===== src/rtl/pwm_dither_pkg.sv =====
package pwm_dither_pkg;
  // Strobes passed from the dither control to the compare datapath.
  typedef struct packed {
    logic loadShadow;  // selected timer overflows this cycle
    logic addOne;      // next period is lengthened by one count
  } pwmStrobe_t;
endpackage


===== src/rtl/pwm_dither_ctrl.sv =====
module pwm_dither_ctrl
  import pwm_dither_pkg::*;
#(
  parameter int FRAC_W = 4
) (
  input  logic              clk,
  input  logic              rst_n,
  input  logic              selOvf,
  input  logic [FRAC_W-1:0] dutyFrac,
  output pwmStrobe_t        strobe
);
  logic [FRAC_W-1:0] phaseAcc;
  logic [FRAC_W:0]   phaseSum;

  assign phaseSum = {1'b0, phaseAcc} + {1'b0, dutyFrac};

  always_comb begin
    strobe.loadShadow = selOvf;
    strobe.addOne     = phaseSum[FRAC_W];
  end

  always_ff @(posedge clk or negedge rst_n) begin
    if (!rst_n) begin
      phaseAcc <= '0;
    end else if (selOvf) begin
      phaseAcc <= phaseSum[FRAC_W-1:0];
    end
  end
endmodule


===== src/rtl/pwm_dither_dp.sv =====
module pwm_dither_dp
  import pwm_dither_pkg::*;
#(
  parameter int NUM_TIMERS = 4,
  parameter int CNT_W      = 20,
  parameter int INT_W      = 21,
  parameter int SEL_W      = $clog2(NUM_TIMERS),
  parameter int LOW_W      = ((INT_W > CNT_W) ? INT_W : CNT_W) + 1
) (
  input  logic                        clk,
  input  logic                        rst_n,
  input  logic [NUM_TIMERS*CNT_W-1:0] timerCnt,
  input  logic [NUM_TIMERS-1:0]       timerOvf,
  input  logic [SEL_W-1:0]            timerSel,
  input  logic [CNT_W-1:0]            hPoint,
  input  logic [INT_W-1:0]            dutyInt,
  input  pwmStrobe_t                  strobe,
  output logic                        selOvf,
  output logic [CNT_W-1:0]            selCnt,
  output logic [CNT_W-1:0]            hpShadow,
  output logic [LOW_W-1:0]            lowShadow,
  output logic                        pwmLevel
);
  logic [CNT_W-1:0] cntArr [NUM_TIMERS];

  for (genvar k = 0; k < NUM_TIMERS; k++) begin : gUnpack
    assign cntArr[k] = timerCnt[k*CNT_W +: CNT_W];
  end

  assign selCnt = cntArr[timerSel];
  assign selOvf = timerOvf[timerSel];

  // Fall point for the next period, with the dither carry folded in.
  logic [LOW_W-1:0] lowNext;
  assign lowNext = LOW_W'(hPoint) + LOW_W'(dutyInt) + LOW_W'(strobe.addOne);

  always_ff @(posedge clk or negedge rst_n) begin
    if (!rst_n) begin
      hpShadow  <= '0;
      lowShadow <= '0;
    end else if (strobe.loadShadow) begin
      hpShadow  <= hPoint;
      lowShadow <= lowNext;
    end
  end

  logic pointsEqual, hitLow, hitHigh, levelNext;
  assign pointsEqual = (LOW_W'(hpShadow) == lowShadow);
  assign hitLow      = (LOW_W'(selCnt) == lowShadow);
  assign hitHigh     = (selCnt == hpShadow);

  always_comb begin
    levelNext = pwmLevel;
    if (pointsEqual || hitLow) levelNext = 1'b0;
    else if (hitHigh)          levelNext = 1'b1;
  end

  always_ff @(posedge clk or negedge rst_n) begin
    if (!rst_n) pwmLevel <= 1'b0;
    else        pwmLevel <= levelNext;
  end
endmodule


===== src/rtl/pwm_dither_chan.sv =====
module pwm_dither_chan
  import pwm_dither_pkg::*;
#(
  parameter int NUM_TIMERS = 4,
  parameter int CNT_W      = 20,
  parameter int DUTY_W     = 25,
  parameter int FRAC_W     = 4,
  parameter int SEL_W      = $clog2(NUM_TIMERS),
  parameter int INT_W      = DUTY_W - FRAC_W,
  parameter int LOW_W      = ((INT_W > CNT_W) ? INT_W : CNT_W) + 1
) (
  input  logic                        clk,
  input  logic                        rst_n,
  input  logic [NUM_TIMERS*CNT_W-1:0] timerCnt,
  input  logic [NUM_TIMERS-1:0]       timerOvf,
  input  logic [SEL_W-1:0]            timerSel,
  input  logic                        outEn,
  input  logic                        idleLvl,
  input  logic [CNT_W-1:0]            hPoint,
  input  logic [DUTY_W-1:0]           duty,
  output logic                        pwmOut
);
  pwmStrobe_t       strobe;
  logic             selOvf;
  logic [CNT_W-1:0] selCnt;
  logic [CNT_W-1:0] hpShadow;
  logic [LOW_W-1:0] lowShadow;
  logic             pwmLevel;

  pwm_dither_ctrl #(.FRAC_W(FRAC_W)) ctrl_i (
    .clk      (clk),
    .rst_n    (rst_n),
    .selOvf   (selOvf),
    .dutyFrac (duty[FRAC_W-1:0]),
    .strobe   (strobe)
  );

  pwm_dither_dp #(
    .NUM_TIMERS (NUM_TIMERS),
    .CNT_W      (CNT_W),
    .INT_W      (INT_W),
    .SEL_W      (SEL_W),
    .LOW_W      (LOW_W)
  ) dp_i (
    .clk       (clk),
    .rst_n     (rst_n),
    .timerCnt  (timerCnt),
    .timerOvf  (timerOvf),
    .timerSel  (timerSel),
    .hPoint    (hPoint),
    .dutyInt   (duty[DUTY_W-1:FRAC_W]),
    .strobe    (strobe),
    .selOvf    (selOvf),
    .selCnt    (selCnt),
    .hpShadow  (hpShadow),
    .lowShadow (lowShadow),
    .pwmLevel  (pwmLevel)
  );

  assign pwmOut = outEn ? pwmLevel : idleLvl;
endmodule


===== config.mk =====
export PLATFORM = sky130hd
export DESIGN_NAME = pwm_dither_chan
export DESIGN_NICKNAME = d
export VERILOG_FILES = /design/src/rtl/pwm_dither_pkg.sv /design/src/rtl/pwm_dither_ctrl.sv /design/src/rtl/pwm_dither_dp.sv /design/src/rtl/pwm_dither_chan.sv
export SDC_FILE = /design/constraint.sdc
export NUM_CORES = 1
export LEC_CHECK = 0
export BUFFER_PORTS_ARGS = -buffer_cell sky130_fd_sc_hd__buf_4
export CORE_AREA = 2 2 136 138
export CTS_CLUSTER_DIAMETER = 200
export CTS_CLUSTER_SIZE = 25
export DETAILED_ROUTE_END_ITERATION = 12
export DIE_AREA = 0 0 138 140
export PLACE_DENSITY = 0.55
export SLEW_MARGIN = 25
export SYNTH_ARGS = -nofsm -noshare
export SYNTH_HDL_FRONTEND = slang
export SYNTH_SLANG_ARGS = --single-unit

===== constraint.sdc =====
create_clock -name clk -period 3.5 [get_ports clk]
set_clock_uncertainty 0.2 [all_clocks]
set_input_delay 0 -clock clk [delete_from_list [all_inputs] [get_ports clk]]
set_output_delay 0 -clock clk [all_outputs]
set_load 0.1 [all_outputs]

== Word level (Yosys, flattened, before mapping) ==
Cells that the tools add are included.

* Output and inout bits: 1
* Flip-flop bits (word level): 47
* Input bits: 135
* Word-level logic and storage cells: 23

* Bitwise gates (word level): 1
* Multiplexer cells: 8
* Add/subtract/negate cells: 3
* Equality and inequality tests: 3
* $lt $le $gt $ge: 2
* Reductions and logical operators: 2

{| class="wikitable"
|+ Operators by type and width
! kind !! count
|-
| equality test 20 x 22 -> 1 bit || 2
|-
| binary-select mux 20 bit (select 2 bit) || 1
|-
| 2-to-1 mux 20 bit || 2
|-
| adder 20 x 21 -> 22 bit || 1
|-
| adder 22 x 1 -> 22 bit || 1
|-
| equality test 20 bit || 1
|-
| adder 4 x 4 -> 5 bit || 1
|-
| 2-to-1 mux 1 bit || 4
|-
| >= comparator 3 bit, second input constant || 1
|-
| < comparator 2 x 3 -> 1 bit, second input constant || 1
|-
| inverter 2 -> 3 bit || 1
|-
| binary-select mux 1 bit (select 2 bit) || 1
|-
| nonzero test 2 bit || 1
|-
| logical OR 1 bit || 1
|}

== Longest topological paths before layout ==
* Depth in word-level cells: 7
* Gate-level depth with buffers: 13
* Gate-level depth less buffers: 13

== By module ==
From an unflattened synthesis, not the netlist that was laid out.

* Cells, all modules: 430
* Area, all modules: 4329.2 um2

{| class="wikitable"
|+ Modules (own cells, without submodules)
! module !! sequential area each (um2) !! instances !! area an instance (um2) !! cells an instance
|-
| pwm_dither_dp || 1076.0 || 1 || 3991.3 || 399
|-
| pwm_dither_ctrl || 100.1 || 1 || 322.8 || 30
|-
| pwm_dither_chan || 0.0 || 1 || 15.0 || 1
|}

== Least setup slack after synthesis ==
Ideal clock, no wire load.

* Kind: reg-to-reg
* Start point: reg ctrl_i.phaseAcc[0]
* End point: reg dp_i.lowShadow[16]
* Path slack: -0.207 ns
* Buffers on the path: 0
* Required time: 3.173 ns
* Clock period less this slack: 3.707 ns
* Cell stages (with the launch flop): 14
* Library setup time: 0.127 ns
* Data arrival time: 3.380 ns
* Path through: dfrtp_1 ha_1 fa_1 a21o_1 a21o_1 fa_1 fa_1 a211oi_1 o21ai_1 a211oi_2 o22ai_2 o41ai_4 xnor2_1 o21ai_2

* Cells in the longest elaborated chain, start to end: 2

{| class="wikitable"
|+ RTL lines
! element !! line !! RTL
|-
| from (decl) || pwm_dither_ctrl.sv:12 || <nowiki>logic [FRAC_W-1:0] phaseAcc;</nowiki>
|-
| from (signal assigned) || pwm_dither_ctrl.sv:26 || <nowiki>phaseAcc <= phaseSum[FRAC_W-1:0];</nowiki>
|-
| adder 4 x 4 -> 5 bit || pwm_dither_ctrl.sv:15 || <nowiki>assign phaseSum = {1'b0, phaseAcc} + {1'b0, dutyFrac};</nowiki>
|-
| adder 22 x 1 -> 22 bit || pwm_dither_dp.sv:35 || <nowiki>assign lowNext = LOW_W'(hPoint) + LOW_W'(dutyInt) + LOW_W'(strobe.addOne);</nowiki>
|-
| to (signal assigned) || pwm_dither_dp.sv:43 || <nowiki>lowShadow <= lowNext;</nowiki>
|-
| to (decl) || pwm_dither_dp.sv:21 || <nowiki>output logic [LOW_W-1:0] lowShadow,</nowiki>
|}

Every way passes these cells.
A chain may end at the register's enable or synchronous reset.

== Worst setup path after layout ==
Same ends and word-level chain as after synthesis.

==> impl_metrics.csv <==
group,metric,value,unit
setup_path,cp_max_fo,3,
clock_network,cts_num_sinks,47,
yosys,synth_edf_count,0,
yosys,synth_xor_area_share,14.6,%
finish,antenna_cells,0,
floorplanning,io_pins,136,
yosys,synth_cell_type_count,57,
power_and_ir_drop,power.internal,1.47,mW
power_and_ir_drop,seq_power_share,34.8,%
sta,setup_slack,-0.131,ns
yosys,ys_seq_area_share,28.1,%
route,vias,3886,
yosys,synth.area.top_cells,"dfrtp_1, nand2_1, mux4_2, xor2_1, ha_1",
sta,fin_crit_sh,104,%
global_route,grt_max_degree,48,
sta,slew_violations,0,
route,wirelength,13.9,mm
floorplanning,die_w,138,µm
route,drtIter0Drc,252,
yosys,synth_compound_area_share,15.5,%
global_route,antenna_found_initial,0,
sta,max-slew-margin-rel,44.4,%
sta,rsz0062_at_grt,"yes",
yosys,synth-simple-area-share,18.6,%
yosys,ys.flop_type,"dfrtp_1",
yosys,syn_area_per_cell,9.14,µm²
power_and_ir_drop,power.density,383,mW/mm²
yosys,ys_ff_latch,47,
clock_network,clk_path_buf_depth,2,
route,vias_per_cell,4.56,
power_and_ir_drop,p_leak,2.73,nW
finish,fillCellCount,1886,
sta,fin_crit,3.63,ns
sta,setup_viol,8,
clock_network,cts_tree,"yes",
yosys,synth_top_family_by_area,"simple AND/OR/NAND/NOR gates",
power_and_ir_drop,p_sw,830,µW
yosys,synthAdderAreaFrac,8.31,%
clock_network,clk_pin_slew_worst_paths,0.07,ns
yosys,synth-async-reset-ratio,100,%
floorplanning,die-area,0.0193,mm²
global_route,globalRouteOverflowTotal,0,
finish,nNetsFinal,784,
finish,design_area,0.00601,mm²
setup_path,crit_arrival,3.59,ns
placement,place_area,0.00549,mm²
yosys,synth_nets,619,
sta,hold_slack,-0.000399,ns
finish,multiInputGateArea,0.00296,mm²
setup_path,end_kind,"register",
power_and_ir_drop,switching_share,36.0,%
setup_path,cp-start-kind,"register",
setup_path,reg2reg_slack,-0.13,ns
hold_path,hp-class,"in -> reg",
sta,hold_violations,1,
yosys,synth_top_area_cell,"dfrtp_1",
yosys,synth_most_common_cell,"nand2_1",
power_and_ir_drop,peakVddDrop,0.208,mV
flow_run,timing.max_cap.violations,0,
placement,dpl.hpwl,11.2,mm
floorplanning,dieHeight,140,µm
setup_path,startpoint,"ctrl_i.phaseAcc[0]",
global_route,grt_pass1_vias,4016,
route,wire_per_inst,16.3,µm
setup_path,reg2reg_depth,13,
power_and_ir_drop,p_clk_share,22.1,%
route,postRouteAntennaNets,0,
clock_network,numCtsBuffers,5,
setup_path,reg2reg_from,"ctrl_i.phaseAcc[0]",
sta,tightestPinTransition,0.831,ns
yosys,synthMuxAreaShare,12.4,%
run_status,violations,"hold timing, setup timing",
route,drc,0,
route,drtPass1Iterations,4,
setup_path,reg2reg_to,"dp_i.lowShadow[16]",
finish,final_util,33.8,%
sta,fmax,0.275,GHz
floorplanning,num_rows,49,
finish,drive_above_1_share,31.7,%
global_route,track_usage,14.4,%
clock_network,clk_latency,0.30,ns
floorplanning,coreArea,0.0178,mm²
finish,area_growth,43.7,%
power_and_ir_drop,combPwrFrac,43.1,%
clock_network,cts-root-buf,"clkbuf_16",
yosys,synth.top_cell.area_share,28.1,%
setup_path,crit_required,3.46,ns
yosys,synthCells,458,
yosys,ys_top_cells_by_count,"nand2_1, dfrtp_1, xor2_1",
placement,place.port_buffers,135,
run_status,status,"complete, but fails checks",
sta,tns,-0.368,ns
yosys,synth.yosys.warnings,0,
global_route,grt_pass1_wl,21.9,mm
finish,seq_area,0.00118,mm²
placement,gp_congestion,0.819,
setup_path,critPathKind,"reg -> reg",
setup_path,endpoint,"dp_i.lowShadow[16]",
clock_network,ctsHtreeMaxLevel,2,
yosys,syn_area,0.00419,mm²
hold_path,hold_start,"duty[3]",
floorplanning,initial_core_util,23.5,%
sequential cells by signal, indices dropped and copies added, names as in the netlist:
signal and count:
dp_i.lowShadow 22, dp_i.hpShadow 20, ctrl_i.phaseAcc 4, dp_i.pwmLevel 1
kinds of logic (layout without fill, tap and decap cells):
kind of cell | Yosys count | count (layout)
fa+ha+maj | 26 | 26
mux | 30 | 30
flops | 47 | 47
simple gates | 173 | 173
compound gates | 89 | 89
buf+inv | 23 | 189
xor+xnor | 70 | 70
power groups by stage:
stage | Clock, mW | Combinational (mW) | Sequential (mW)
after floorplan | 0 | 0.623 | 0.769
after global placement | 0 | 0.924 | 0.812
after detailed placement | 0 | 0.929 | 0.816
after CTS | 0.523 | 0.979 | 0.805
after global routing | 0.541 | 1.10 | 0.822
final | 0.509 | 0.991 | 0.802
per-stage QoR:
| step | total power, mW | hold WS, ns | setup slack, ns | cells |
|---|---|---|---|---|
| 2_1_floorplan | 1.39 | -0.496 | -0.0824 | 458 |
| 4_1_cts | 2.31 | 0.00479 | -0.134 | 850 |
| 3_3_place_gp | 1.74 | -0.128 | -0.183 | 810 |
| 6_report | 2.30 | -0.000399 | -0.131 | 853 |
| 5_1_grt | 2.47 | 0.0522 | -0.284 | 853 |
| 3_5_place_dp | 1.74 | -0.136 | -0.236 | 810 |
worst max-delay path: stages, from the launching register on:
cell      delay, ns
dfrtp_1        0.39
ha_2           0.19
fa_2           0.34
a21o_1         0.17
a21o_1         0.20
fa_2           0.36
fa_2           0.38
a211oi_4       0.26
o21ai_2        0.11
a211oi_2       0.27
o22ai_2        0.16
o41ai_4        0.23
xnor2_1        0.18
o21ai_2        0.06
final cells by class:
| class | instances | area share (%) |
|---|---|---|
| Inverter | 3 | 0.187 |
| Sequential cell | 47 | 19.6 |
| Clock inverter | 2 | 0.270 |
| Timing Repair Buffer | 178 | 23.6 |
| Tap cell | 229 | 4.76 |
| Multi-Input combinational cell | 388 | 49.3 |
| Clock buffer | 6 | 2.31 |
layer usage:
layer	GRT usage, %	wire (µm)
met3	3.32	828
met2	24.0	6520
met5	0	0
met1	19.0	6370
met4	3.60	220
cells in the final DEF (no fill, tap or decap), types with 4 or more instances in the layout:
cell type	count
a21oi_1	17
nor2_1	18
nand4_1	11
mux2_2	4
buf_4	148
dfrtp_1	47
nor3_1	10
dlygate4sd3_1	29
a21o_1	9
xnor2_1	32
ha_1	22
nand2_1	103
clkbuf_16	5
xor2_1	38
o21a_1	7
o21ai_0	21
nor2b_1	4
mux4_2	17
mux2i_1	9
nor4_1	7
worst min path at each step:
stage / to / slack (ns) / depth (start not counted)
2_1_floorplan: ctrl_i.phaseAcc[0] / -0.50 / 0
3_3_place_gp: ctrl_i.phaseAcc[0] / -0.13 / 1
3_5_place_dp: ctrl_i.phaseAcc[0] / -0.14 / 1
4_1_cts: ctrl_i.phaseAcc[3] / 0.005 / 4
5_1_grt: dp_i.lowShadow[7] / 0.05 / 4
6_report: ctrl_i.phaseAcc[3] / -0.0004 / 4
timing repair:
action	CTS	global route
endpoints found under the setup margin	8	10
setup buffers	3	3
hold buffers	29	0
gates resized for setup	6	3
pin swaps	12	5
endpoints found under the hold margin	75	0
cloned	0	0
No activity file was read; power rests on OpenSTA's default activity.
